`src/rtl/sspk_pkg.sv`:
```
// Package: sspk_pkg
// Holds the default geometry of the sample stream packer. The top level and
// its submodules take their parameter defaults from here, so that one edit
// keeps them consistent.
package sspk_pkg;
    localparam int unsigned SSPK_NUM_CH   = 8;   // channels captured per strobe
    localparam int unsigned SSPK_SAMPLE_W = 14;  // converter sample width
    localparam int unsigned SSPK_WORD_W   = 16;  // output bus width
endpackage

```
`src/rtl/sspk_capture.sv`:
```
// Module: sspk_capture
// Purpose: holds one formatted output word per channel, all loaded together
// on a single load pulse, so that every channel reflects the same instant.
// Assumes: WORD_W >= SAMPLE_W. The sample is offset binary and is placed in
// the top SAMPLE_W bits of the word. Any spare low bits are zero.
module sspk_capture
    import sspk_pkg::*;
#(
    parameter int unsigned NUM_CH   = SSPK_NUM_CH,
    parameter int unsigned SAMPLE_W = SSPK_SAMPLE_W,
    parameter int unsigned WORD_W   = SSPK_WORD_W
) (
    input  logic                       clk,
    input  logic                       rst_n,
    input  logic                       load_i,
    input  logic [NUM_CH*SAMPLE_W-1:0] samples_i,
    output logic [NUM_CH*WORD_W-1:0]   words_o
);
    localparam int unsigned PAD_W = WORD_W - SAMPLE_W;

    for (genvar ch = 0; ch < NUM_CH; ch++) begin : g_chan
        logic [WORD_W-1:0] fmt_word;
        logic [WORD_W-1:0] word_q;

        // Left-justify the sample; the variant depends on whether a pad exists.
        if (PAD_W > 0) begin : g_pad
            assign fmt_word = {samples_i[ch*SAMPLE_W +: SAMPLE_W], {PAD_W{1'b0}}};
        end else begin : g_nopad
            assign fmt_word = samples_i[ch*SAMPLE_W +: SAMPLE_W];
        end

        // Per-channel holding register, loaded only on an accepted strobe.
        always_ff @(posedge clk) begin
            if (!rst_n) begin
                word_q <= '0;
            end else if (load_i) begin
                word_q <= fmt_word;
            end
        end

        assign words_o[ch*WORD_W +: WORD_W] = word_q;
    end
endmodule

```
`src/rtl/sspk_sequencer.sv`:
```
// Module: sspk_sequencer
// Purpose: keeps the set of channels still to be sent in the current burst.
// It accepts a new burst only when idle, retires the lowest pending channel
// on each handshake, and flags strobes that arrive while busy.
// Assumes: advance_i is only asserted while busy_o is 1.
module sspk_sequencer
    import sspk_pkg::*;
#(
    parameter int unsigned NUM_CH = SSPK_NUM_CH
) (
    input  logic              clk,
    input  logic              rst_n,
    input  logic              strobe_i,
    input  logic [NUM_CH-1:0] mask_i,
    input  logic              advance_i,
    output logic              load_o,
    output logic              busy_o,
    output logic [NUM_CH-1:0] pending_o,
    output logic              overrun_o
);
    logic [NUM_CH-1:0] pend_q;
    logic [NUM_CH-1:0] lowest;
    logic              ovr_q;

    // Busy while any channel of the current burst is still unsent.
    assign busy_o = |pend_q;

    // A strobe is taken only when nothing is outstanding.
    assign load_o = strobe_i & ~busy_o;

    // Isolate the lowest pending channel (the next one to be retired).
    assign lowest = pend_q & (~pend_q + 1'b1);

    // Pending-set register: load the mask on an accepted strobe, shrink on handshake.
    always_ff @(posedge clk) begin
        if (!rst_n) begin
            pend_q <= '0;
        end else if (load_o) begin
            pend_q <= mask_i;
        end else if (advance_i) begin
            pend_q <= pend_q & ~lowest;
        end
    end

    // Sticky overrun: set by any strobe seen while a burst is outstanding.
    always_ff @(posedge clk) begin
        if (!rst_n) begin
            ovr_q <= 1'b0;
        end else if (strobe_i && busy_o) begin
            ovr_q <= 1'b1;
        end
    end

    assign pending_o = pend_q;
    assign overrun_o = ovr_q;

    // the overrun flag never clears outside reset.
    p_overrun_sticky_r8: assert property (@(posedge clk) disable iff (!rst_n)
        overrun_o |=> overrun_o);

    // a strobe against an outstanding burst raises the flag next cycle.
    p_drop_flags_r8: assert property (@(posedge clk) disable iff (!rst_n)
        (strobe_i && busy_o) |=> overrun_o);

    // a dropped strobe leaves the outstanding set untouched.
    p_drop_keeps_set_r8: assert property (@(posedge clk) disable iff (!rst_n)
        (strobe_i && busy_o && !advance_i) |=> $stable(pend_q));

    // each handshake retires exactly one channel.
    p_retire_one_r4: assert property (@(posedge clk) disable iff (!rst_n)
        advance_i |=> ($countones(pend_q) + 1 == $countones($past(pend_q))));
endmodule

```
`src/rtl/sspk_picker.sv`:
```
// Module: sspk_picker
// Purpose: selects the word of the lowest pending channel, reports its
// channel index, and marks it as last when no other channel is pending.
// Assumes: the pending set and the words come from registers, so the
// outputs are stable for a whole cycle.
module sspk_picker
    import sspk_pkg::*;
#(
    parameter int unsigned NUM_CH = SSPK_NUM_CH,
    parameter int unsigned WORD_W = SSPK_WORD_W
) (
    input  logic [NUM_CH-1:0]        pending_i,
    input  logic [NUM_CH*WORD_W-1:0] words_i,
    output logic [WORD_W-1:0]        word_o,
    output logic [$clog2(NUM_CH > 1 ? NUM_CH : 2)-1:0] index_o,
    output logic                     last_o
);
    localparam int unsigned IDX_W = $clog2(NUM_CH > 1 ? NUM_CH : 2);

    logic [NUM_CH-1:0] sel;

    // One-hot select of the lowest pending channel.
    assign sel = pending_i & (~pending_i + 1'b1);

    // AND-OR multiplexer driven by the one-hot select.
    always_comb begin
        word_o  = '0;
        index_o = '0;
        for (int i = 0; i < NUM_CH; i++) begin
            if (sel[i]) begin
                word_o  = word_o | words_i[i*WORD_W +: WORD_W];
                index_o = IDX_W'(i);
            end
        end
    end

    // Last word when the selected channel is the only one still pending.
    assign last_o = (|pending_i) && ((pending_i & ~sel) == '0);
endmodule

```
`src/rtl/sspk_top.sv`:
```
// Module: sspk_top
// Purpose: packs the enabled channels of one simultaneous sample set into a
// valid/ready word stream in ascending channel order, with an end marker
// and a sticky overrun flag for strobes that arrive while a burst is busy.
// Assumes: smp_strobe_i is synchronous to clk. The mask is taken at the strobe.
module sspk_top
    import sspk_pkg::*;
#(
    parameter int unsigned NUM_CH   = SSPK_NUM_CH,
    parameter int unsigned SAMPLE_W = SSPK_SAMPLE_W,
    parameter int unsigned WORD_W   = SSPK_WORD_W
) (
    input  logic                       clk,
    input  logic                       rst_n,
    input  logic                       smp_strobe_i,
    input  logic [NUM_CH*SAMPLE_W-1:0] smp_data_i,
    input  logic [NUM_CH-1:0]          chan_en_i,
    output logic                       out_valid_o,
    input  logic                       out_ready_i,
    output logic [WORD_W-1:0]          out_word_o,
    output logic                       out_last_o,
    output logic                       overrun_o
);
    localparam int unsigned IDX_W = $clog2(NUM_CH > 1 ? NUM_CH : 2);

    logic                     load;
    logic                     busy;
    logic                     advance;
    logic [NUM_CH-1:0]        pending;
    logic [NUM_CH*WORD_W-1:0] words;
    logic [IDX_W-1:0]         cur_index;

    // Handshake completes when a valid word meets ready.
    assign advance     = out_valid_o & out_ready_i;
    assign out_valid_o = busy;

    sspk_sequencer #(
        .NUM_CH   (NUM_CH)
    ) u_seq (
        .clk       (clk),
        .rst_n     (rst_n),
        .strobe_i  (smp_strobe_i),
        .mask_i    (chan_en_i),
        .advance_i (advance),
        .load_o    (load),
        .busy_o    (busy),
        .pending_o (pending),
        .overrun_o (overrun_o)
    );

    sspk_capture #(
        .NUM_CH   (NUM_CH),
        .SAMPLE_W (SAMPLE_W),
        .WORD_W   (WORD_W)
    ) u_cap (
        .clk       (clk),
        .rst_n     (rst_n),
        .load_i    (load),
        .samples_i (smp_data_i),
        .words_o   (words)
    );

    sspk_picker #(
        .NUM_CH (NUM_CH),
        .WORD_W (WORD_W)
    ) u_pick (
        .pending_i (pending),
        .words_i   (words),
        .word_o    (out_word_o),
        .index_o   (cur_index),
        .last_o    (out_last_o)
    );

    // a stalled word holds still.
    p_hold_stalled_r7: assert property (@(posedge clk) disable iff (!rst_n)
        (out_valid_o && !out_ready_i) |=>
            (out_valid_o && $stable(out_word_o) && $stable(out_last_o)));

    // accepting the last word ends the burst.
    p_last_ends_r5: assert property (@(posedge clk) disable iff (!rst_n)
        (out_valid_o && out_ready_i && out_last_o) |=> !out_valid_o);

    // within a burst, channel indices strictly ascend.
    p_ascending_r4: assert property (@(posedge clk) disable iff (!rst_n)
        (out_valid_o && out_ready_i && !out_last_o) |=>
            (out_valid_o && (cur_index > $past(cur_index))));

    // an accepted strobe with a non-empty mask starts a burst next cycle.
    p_start_r2: assert property (@(posedge clk) disable iff (!rst_n)
        (smp_strobe_i && !out_valid_o && (|chan_en_i)) |=> out_valid_o);

    // an empty mask on an idle strobe emits nothing and flags nothing.
    p_empty_mask_r6: assert property (@(posedge clk) disable iff (!rst_n)
        (smp_strobe_i && !out_valid_o && (chan_en_i == '0) && !overrun_o) |=>
            (!out_valid_o && !overrun_o));

    // the end marker only appears on a valid word.
    p_last_valid_r5: assert property (@(posedge clk) disable iff (!rst_n)
        out_last_o |-> out_valid_o);
endmodule

```
`config.mk`:
```
export PLATFORM = sky130hd
export DESIGN_NAME = sspk_top
export DESIGN_NICKNAME = d
export VERILOG_FILES = /design/src/rtl/sspk_pkg.sv /design/src/rtl/sspk_capture.sv /design/src/rtl/sspk_sequencer.sv /design/src/rtl/sspk_picker.sv /design/src/rtl/sspk_top.sv
export SDC_FILE = /design/constraint.sdc
export NUM_CORES = 1
export LEC_CHECK = 0
export BUFFER_PORTS_ARGS = -buffer_cell sky130_fd_sc_hd__buf_2
export CAP_MARGIN = 20
export CORE_MARGIN = 10
export CORE_UTILIZATION = 50
export CTS_BUF_LIST = sky130_fd_sc_hd__clkbuf_2
export CTS_CLUSTER_DIAMETER = 80
export DETAILED_ROUTE_END_ITERATION = 7
export GPL_ROUTABILITY_DRIVEN = 0
export HOLD_SLACK_MARGIN = 0.02
export PLACE_DENSITY = 0.77
export SLEW_MARGIN = 30
export SYNTH_ARGS = -nofsm -noshare
export SYNTH_HDL_FRONTEND = slang
export SYNTH_SLANG_ARGS = --single-unit
```
`constraint.sdc`:
```
create_clock -name clk -period 3.9 [get_ports clk]
set_clock_uncertainty 0.05 [all_clocks]
set_input_delay 0.78 -clock clk [delete_from_list [all_inputs] [get_ports clk]]
set_output_delay 0.78 -clock clk [all_outputs]
set_load 0.01 [all_outputs]
```
* Word level (Yosys, flattened, before mapping)
Index checks and enable logic that the tools add are counted.
** Operators by class
- Add/subtract/negate cells :: 1
- Reductions and logical operators :: 5
- Mux-type cells :: 10
- Bitwise logic cells :: 14
** Operator list (number)
- two-way mux 16 bit :: 8
- bitwise OR 16 bit :: 7
- AND 8 bit :: 2
- two-way mux 8 bit :: 2
- NOT 8 bit :: 2
- adder 8 x 1 -> 8 bit, second input constant :: 1
- logical NOT 8 bit :: 1
- OR reduction 8 bit :: 1
- AND 1 bit :: 2
- logical AND 1 bit :: 2
- nonzero test 2 bit :: 1
- NOT 1 bit :: 1
** Word-level totals
- Bits of input ports :: 124
- Output and inout bits :: 19
- Register bits after elaboration :: 121

* Logic depth before layout (Yosys ltp)
- Word-level depth :: 18
- Depth in mapped cells :: 8

* Modules after synthesis
From an unflattened synthesis, not the netlist that was laid out.
** Second synthesis, totals
- Cell total of the unflattened synthesis :: 561
- Area total of the unflattened synthesis :: 5855.6 um^2
** By module, submodules not included
- sspk_capture :: cells each 378, times used 1, area each 4444.3 um^2
- sspk_picker :: cells each 143, times used 1, area each 1006.0 um^2
- sspk_sequencer :: cells each 39, times used 1, area each 399.1 um^2
- sspk_top :: cells each 1, times used 1, area each 6.3 um^2

* Worst setup path after synthesis
Ideal clock, no wire load.
- Path kind :: register -> output
- From :: reg u_seq.pend_q[0] (netlist: u_seq.pending_o[0])
- To :: out out_word_o[10]
- Cell stages (with the launch flop) :: 7
- Data arrival time :: 1.662 ns
- Data required time :: 3.070 ns
- Setup slack :: 1.408 ns
- Cell sequence :: dfxtp_1 > or4_1 > buf_2 > nor4_4 > buf_6 > a222oi_1 > nand3_1
** On the way
- Longest elaborated chain between the ends :: 18
** RTL lines
- start, declared :: line sspk_sequencer.sv:21 : logic [NUM_CH-1:0] pend_q;
- start signal, assigned :: line sspk_sequencer.sv:39 : pend_q <= mask_i;
- start signal, assigned :: line sspk_sequencer.sv:41 : pend_q <= pend_q & ~lowest;
- NOT 8 bit :: line sspk_picker.sv:23 : assign sel = pending_i & (~pending_i + 1'b1);
- adder 8 x 1 -> 8 bit :: line sspk_picker.sv:23
- AND 8 bit (*) :: line sspk_picker.sv:23
- two-way mux 16 bit :: line sspk_picker.sv:30 : if (sel[i]) begin
- bitwise OR 16 bit :: line sspk_picker.sv:31 : word_o = word_o | words_i[i*WORD_W +: WORD_W];
- two-way mux 16 bit :: line sspk_picker.sv:30
- bitwise OR 16 bit :: line sspk_picker.sv:31
- two-way mux 16 bit :: line sspk_picker.sv:30
- [2 not listed]
- bitwise OR 16 bit :: line sspk_picker.sv:31
- two-way mux 16 bit :: line sspk_picker.sv:30
- bitwise OR 16 bit :: line sspk_picker.sv:31
- two-way mux 16 bit :: line sspk_picker.sv:30
- bitwise OR 16 bit :: line sspk_picker.sv:31
- two-way mux 16 bit :: line sspk_picker.sv:30
- bitwise OR 16 bit :: line sspk_picker.sv:31
- two-way mux 16 bit (*) :: line sspk_picker.sv:30
- end, declared :: line sspk_top.sv:20 : output logic [WORD_W-1:0] out_word_o,
Every way passes the cells marked *; elsewhere a longest branch is shown, timed or not.

* Final worst setup path
- From :: reg u_seq.pend_q[1] (netlist: u_seq.pending_o[1])
- To :: out out_word_o[4]
** On the way
- Longest elaborated chain between the ends :: 16
** RTL lines (line)
- NOT 8 bit :: sspk_picker.sv:23
- adder 8 x 1 -> 8 bit :: sspk_picker.sv:23
- AND 8 bit (*) :: sspk_picker.sv:23
- two-way mux 16 bit :: sspk_picker.sv:30
- bitwise OR 16 bit :: sspk_picker.sv:31
- two-way mux 16 bit :: sspk_picker.sv:30
- bitwise OR 16 bit :: sspk_picker.sv:31
- two-way mux 16 bit :: sspk_picker.sv:30
- bitwise OR 16 bit :: sspk_picker.sv:31
- two-way mux 16 bit :: sspk_picker.sv:30
- bitwise OR 16 bit :: sspk_picker.sv:31
- two-way mux 16 bit :: sspk_picker.sv:30
- bitwise OR 16 bit :: sspk_picker.sv:31
- two-way mux 16 bit :: sspk_picker.sv:30
- bitwise OR 16 bit :: sspk_picker.sv:31
- two-way mux 16 bit (*) :: sspk_picker.sv:30
Marked as above.

==> PnR_summary.wiki <==
{| class="wikitable"
! Metric !! Value
|-
| Global router's overall resource usage || 0.2088
|-
| Top library cells by usage in the layout, fill and taps aside || sky130_fd_sc_hd__nand2_1 (228), sky130_fd_sc_hd__buf_2 (140), sky130_fd_sc_hd__dfxtp_1 (120)
|-
| Transition time at the pin with the least slew margin || 0.8465 ns
|-
| Pins Over Slew Limit || 0
|-
| Arrival time reported for the critical path endpoint || 2.83 ns
|-
| Peak VDD IR || 0.0005917 V
|-
| Layout area overhead || 19.61%
|-
| Final clock period utilization by the worst path || 0.9379
|-
| Max H-tree Level || 4
|-
| Post-Place Setup Slack || 0.6818 ns
|-
| Die H || 120.1 microns
|-
| Initial Util || 0.5125
|-
| HPWL after detailed placement || 11,410 microns
|-
| FF+latch area || 0.002424 sq mm
|-
| Cell variety after synth || 39
|-
| Number of cells produced by synthesis || 636
|-
| Clk pin slew, worst setup/hold paths || 0.22 ns
|-
| Final setup margin || 0.2423 ns
|-
| Number of nets still failing antenna checks after routing || 0
|-
| Final routed DRC violation total || 0
|-
| Aggregate routed wire length || 15,720 microns
|-
| PortBufs || 140
|-
| Critical path start-end classification || flop to output port
|-
| # fillers || 920
|-
| Multi-input gate area in the final layout || 0.002311 sq mm
|-
| Kind of capture point of the worst setup path || output port
|-
| Total Die Area || 0.01442 sq mm
|-
| Die X-Extent || 120.1 microns
|-
| Clock Latency Late Sink || 0.66 ns
|-
| Class of the tightest hold or removal check || input port to flop
|-
| Maximum number of pins on one net before global-route repair || 80
|-
| Most frequent standard cell in the layout excluding fill and tap cells || sky130_fd_sc_hd__nand2_1
|-
| Final net count || 875
|-
| Cell area power density || 876.4 mW/mm^2
|-
| DR vias || 5,053
|-
| Met2 WL post-DR || 7456 microns
|-
| Standard cell core area || 0.009774 sq mm
|-
| Max-cap viol count || 0
|-
| Via count normalized by instance count || 5.633
|-
| Met3 WL || 1451 microns
|-
| N_diodes || 0
|-
| Number of global-route vias before repair || 4,971
|-
| Hold Buf Count CTS || 0
|-
| Total negative slack || 0 ns
|-
| Total gr overflow || 0
|-
| F_max || 273.4 MHz
|-
| Register bit count reported by yosys || 121
|-
| Top routing layer in use || met4
|-
| Share of cells above drive strength 1 || 0.2500
|-
| Root buffer cell || sky130_fd_sc_hd__clkbuf_2
|-
| Final worst path period need || 3.658 ns
|-
| First-pass GRT wire length || 24,500 microns
|-
| TritonCTS clock tree || done
|-
| Final hold violations || 0
|-
| Leak || 0.002451 uW
|-
| Syn Area/Cell || 7.877 sq um
|-
| Portion of the post-synthesis area used by sequential elements || 0.4835
|-
| Maximum fanout along the worst path || 22
|-
| CP Launch Type || flop
|-
| Placement Rows || 36
|-
| Number of antenna violations at the first check in global routing || 0
|-
| Iteration-0 DRC count of the detailed router || 644
|-
| Inserted Clock Buffers || 17
|-
| Post-Route M1 WL || 6423 microns
|-
| Outcome || complete, no violations
|-
| Yosys Warn Count || 0
|-
| Clk sink count || 121
|-
| Max-Slew Margin vs Limit || 0.4354
|-
| I/O Pins || 143
|-
| Number of setup violations in the final report || 0
|-
| RSZ-0062 raised after global routing || false
|-
| Post-Synthesis Cell Area || 0.005010 sq mm
|-
| Bufs on Longest Clock Path || 2
|-
| Drt wl/cell || 17.52 microns
|-
| First-pass DRT Iterations || 8
|-
| Worst path required time || 3.07 ns
|}
==> power by group <==
part	leakage, uW	internal, uW	switching (uW)
logic	0.00131	781	1530
clock network	0.000157	373	522
registers	0.000989	1690	356
total	0.00245	2840	2410
==> state kept, by name (all words and copies together), names as in the netlist <==
name,count
u_seq.overrun_o,1
u_seq.pending_o,8
u_cap.g_chan.word_q,112
==> synthesized netlist by cell type (all sizes together) <==
master / instances / area share
a2111oi: 1 / 0.0017
clkbuf: 31 / 0.023
inv: 3 / 0.0022
o22ai: 1 / 0.0012
nor4: 3 / 0.0080
maj3: 1 / 0.0020
and4: 1 / 0.0017
a211o: 1 / 0.0017
nor3b: 1 / 0.0037
a222oi: 14 / 0.028
a22oi: 15 / 0.022
o21ai: 15 / 0.015
o211ai: 1 / 0.0015
conb: 1 / 0.00075
a311oi: 1 / 0.0017
nor2: 5 / 0.0037
a221o: 18 / 0.036
or4: 1 / 0.0015
a21oi: 116 / 0.12
a31oi: 1 / 0.0012
nor2b: 1 / 0.0012
buf: 24 / 0.034
a211oi: 1 / 0.0025
or2: 1 / 0.0012
nor3: 3 / 0.0040
dfxtp: 121 / 0.48
and3: 4 / 0.0050
o211a: 1 / 0.0020
a22o: 1 / 0.0017
nand3: 18 / 0.018
and2: 2 / 0.0025
nand2: 228 / 0.17
==> cells by family after synthesis <==
family | count (synthesis) | share of synthesized area
AND/OR/NAND/NOR | 268 | 0.2215
AO/OA/AOI/OAI | 187 | 0.2328
flip-flops | 121 | 0.4835
buffers and inverters | 58 | 0.05944
adder cells (fa/ha/maj) | 1 | 0.001998
other | 1 | 0.0007485
==> per-stage QoR <==
stage | hold WS [ns] | utilization | std cells | cell area (sq um) | power [uW]
3_5_place_dp | 0.3931 | 0.5817 | 863 | 5685 | 4326
6_report | 0.2589 | 0.6130 | 897 | 5992 | 5252
5_1_grt | 0.1904 | 0.6130 | 897 | 5992 | 5621
3_3_place_gp | 0.3891 | 0.5817 | 863 | 5685 | 4232
4_1_cts | 0.2331 | 0.6129 | 897 | 5991 | 5223
2_1_floorplan | 0.3828 | - | 637 | 5014 | 3693
==> per-layer routing <==
metal	track usage	vias to the layer above
li1	-	2430
met1	0.2482	2341
met2	0.3394	250
met3	0.07595	32
met4	0.07617	0
met5	0	-
==> path summary, 6_finish.rpt <==
kind / startpoint / to / slack [ns] / depth (start not counted)
worst max register to register: u_seq.pending_o[4]$_SDFFE_PN0P_ / u_cap.g_chan[5].word_q[11]$_SDFFE_PN0P_ / 1.19 / 5
worst min register to register: u_cap.g_chan[0].word_q[6]$_SDFFE_PN0P_ / u_cap.g_chan[0].word_q[6]$_SDFFE_PN0P_ / 0.42 / 2
worst max-delay path: u_seq.pending_o[1]$_SDFFE_PN0P_ / out_word_o[4] / 0.24 / 6
worst min-delay path: smp_data_i[31] / u_cap.g_chan[2].word_q[5]$_SDFFE_PN0P_ / 0.26 / 3
==> what timing repair did <==
| item | in CTS | in global routing |
|---|---|---|
| resized for setup | 0 | 2 |
| pin swaps | 1 | 0 |
| endpoints found under the setup margin | 14 | 14 |
| buffers inserted | 2 | 0 |
==> cell type report <==
type                            count  share of cell area
Tap cell                          133             0.02777
Clock inverter                     15             0.03216
Multi-Input combinational cell    458              0.3857
Timing Repair Buffer              150              0.1336
Clock buffer                       17             0.01420
Sequential cell                   121              0.4045
Inverter                            3            0.002088
==> worst max-delay path: stages, from the launching register on <==
cell                       delay [ns]
sky130_fd_sc_hd__dfxtp_2         0.49
sky130_fd_sc_hd__or4_1           0.73
sky130_fd_sc_hd__nor4_4          0.25
sky130_fd_sc_hd__buf_4           0.25
sky130_fd_sc_hd__a222oi_1        0.15
sky130_fd_sc_hd__nand3_1         0.15
sky130_fd_sc_hd__buf_2           0.15
(Power assumes the default switching activity.)
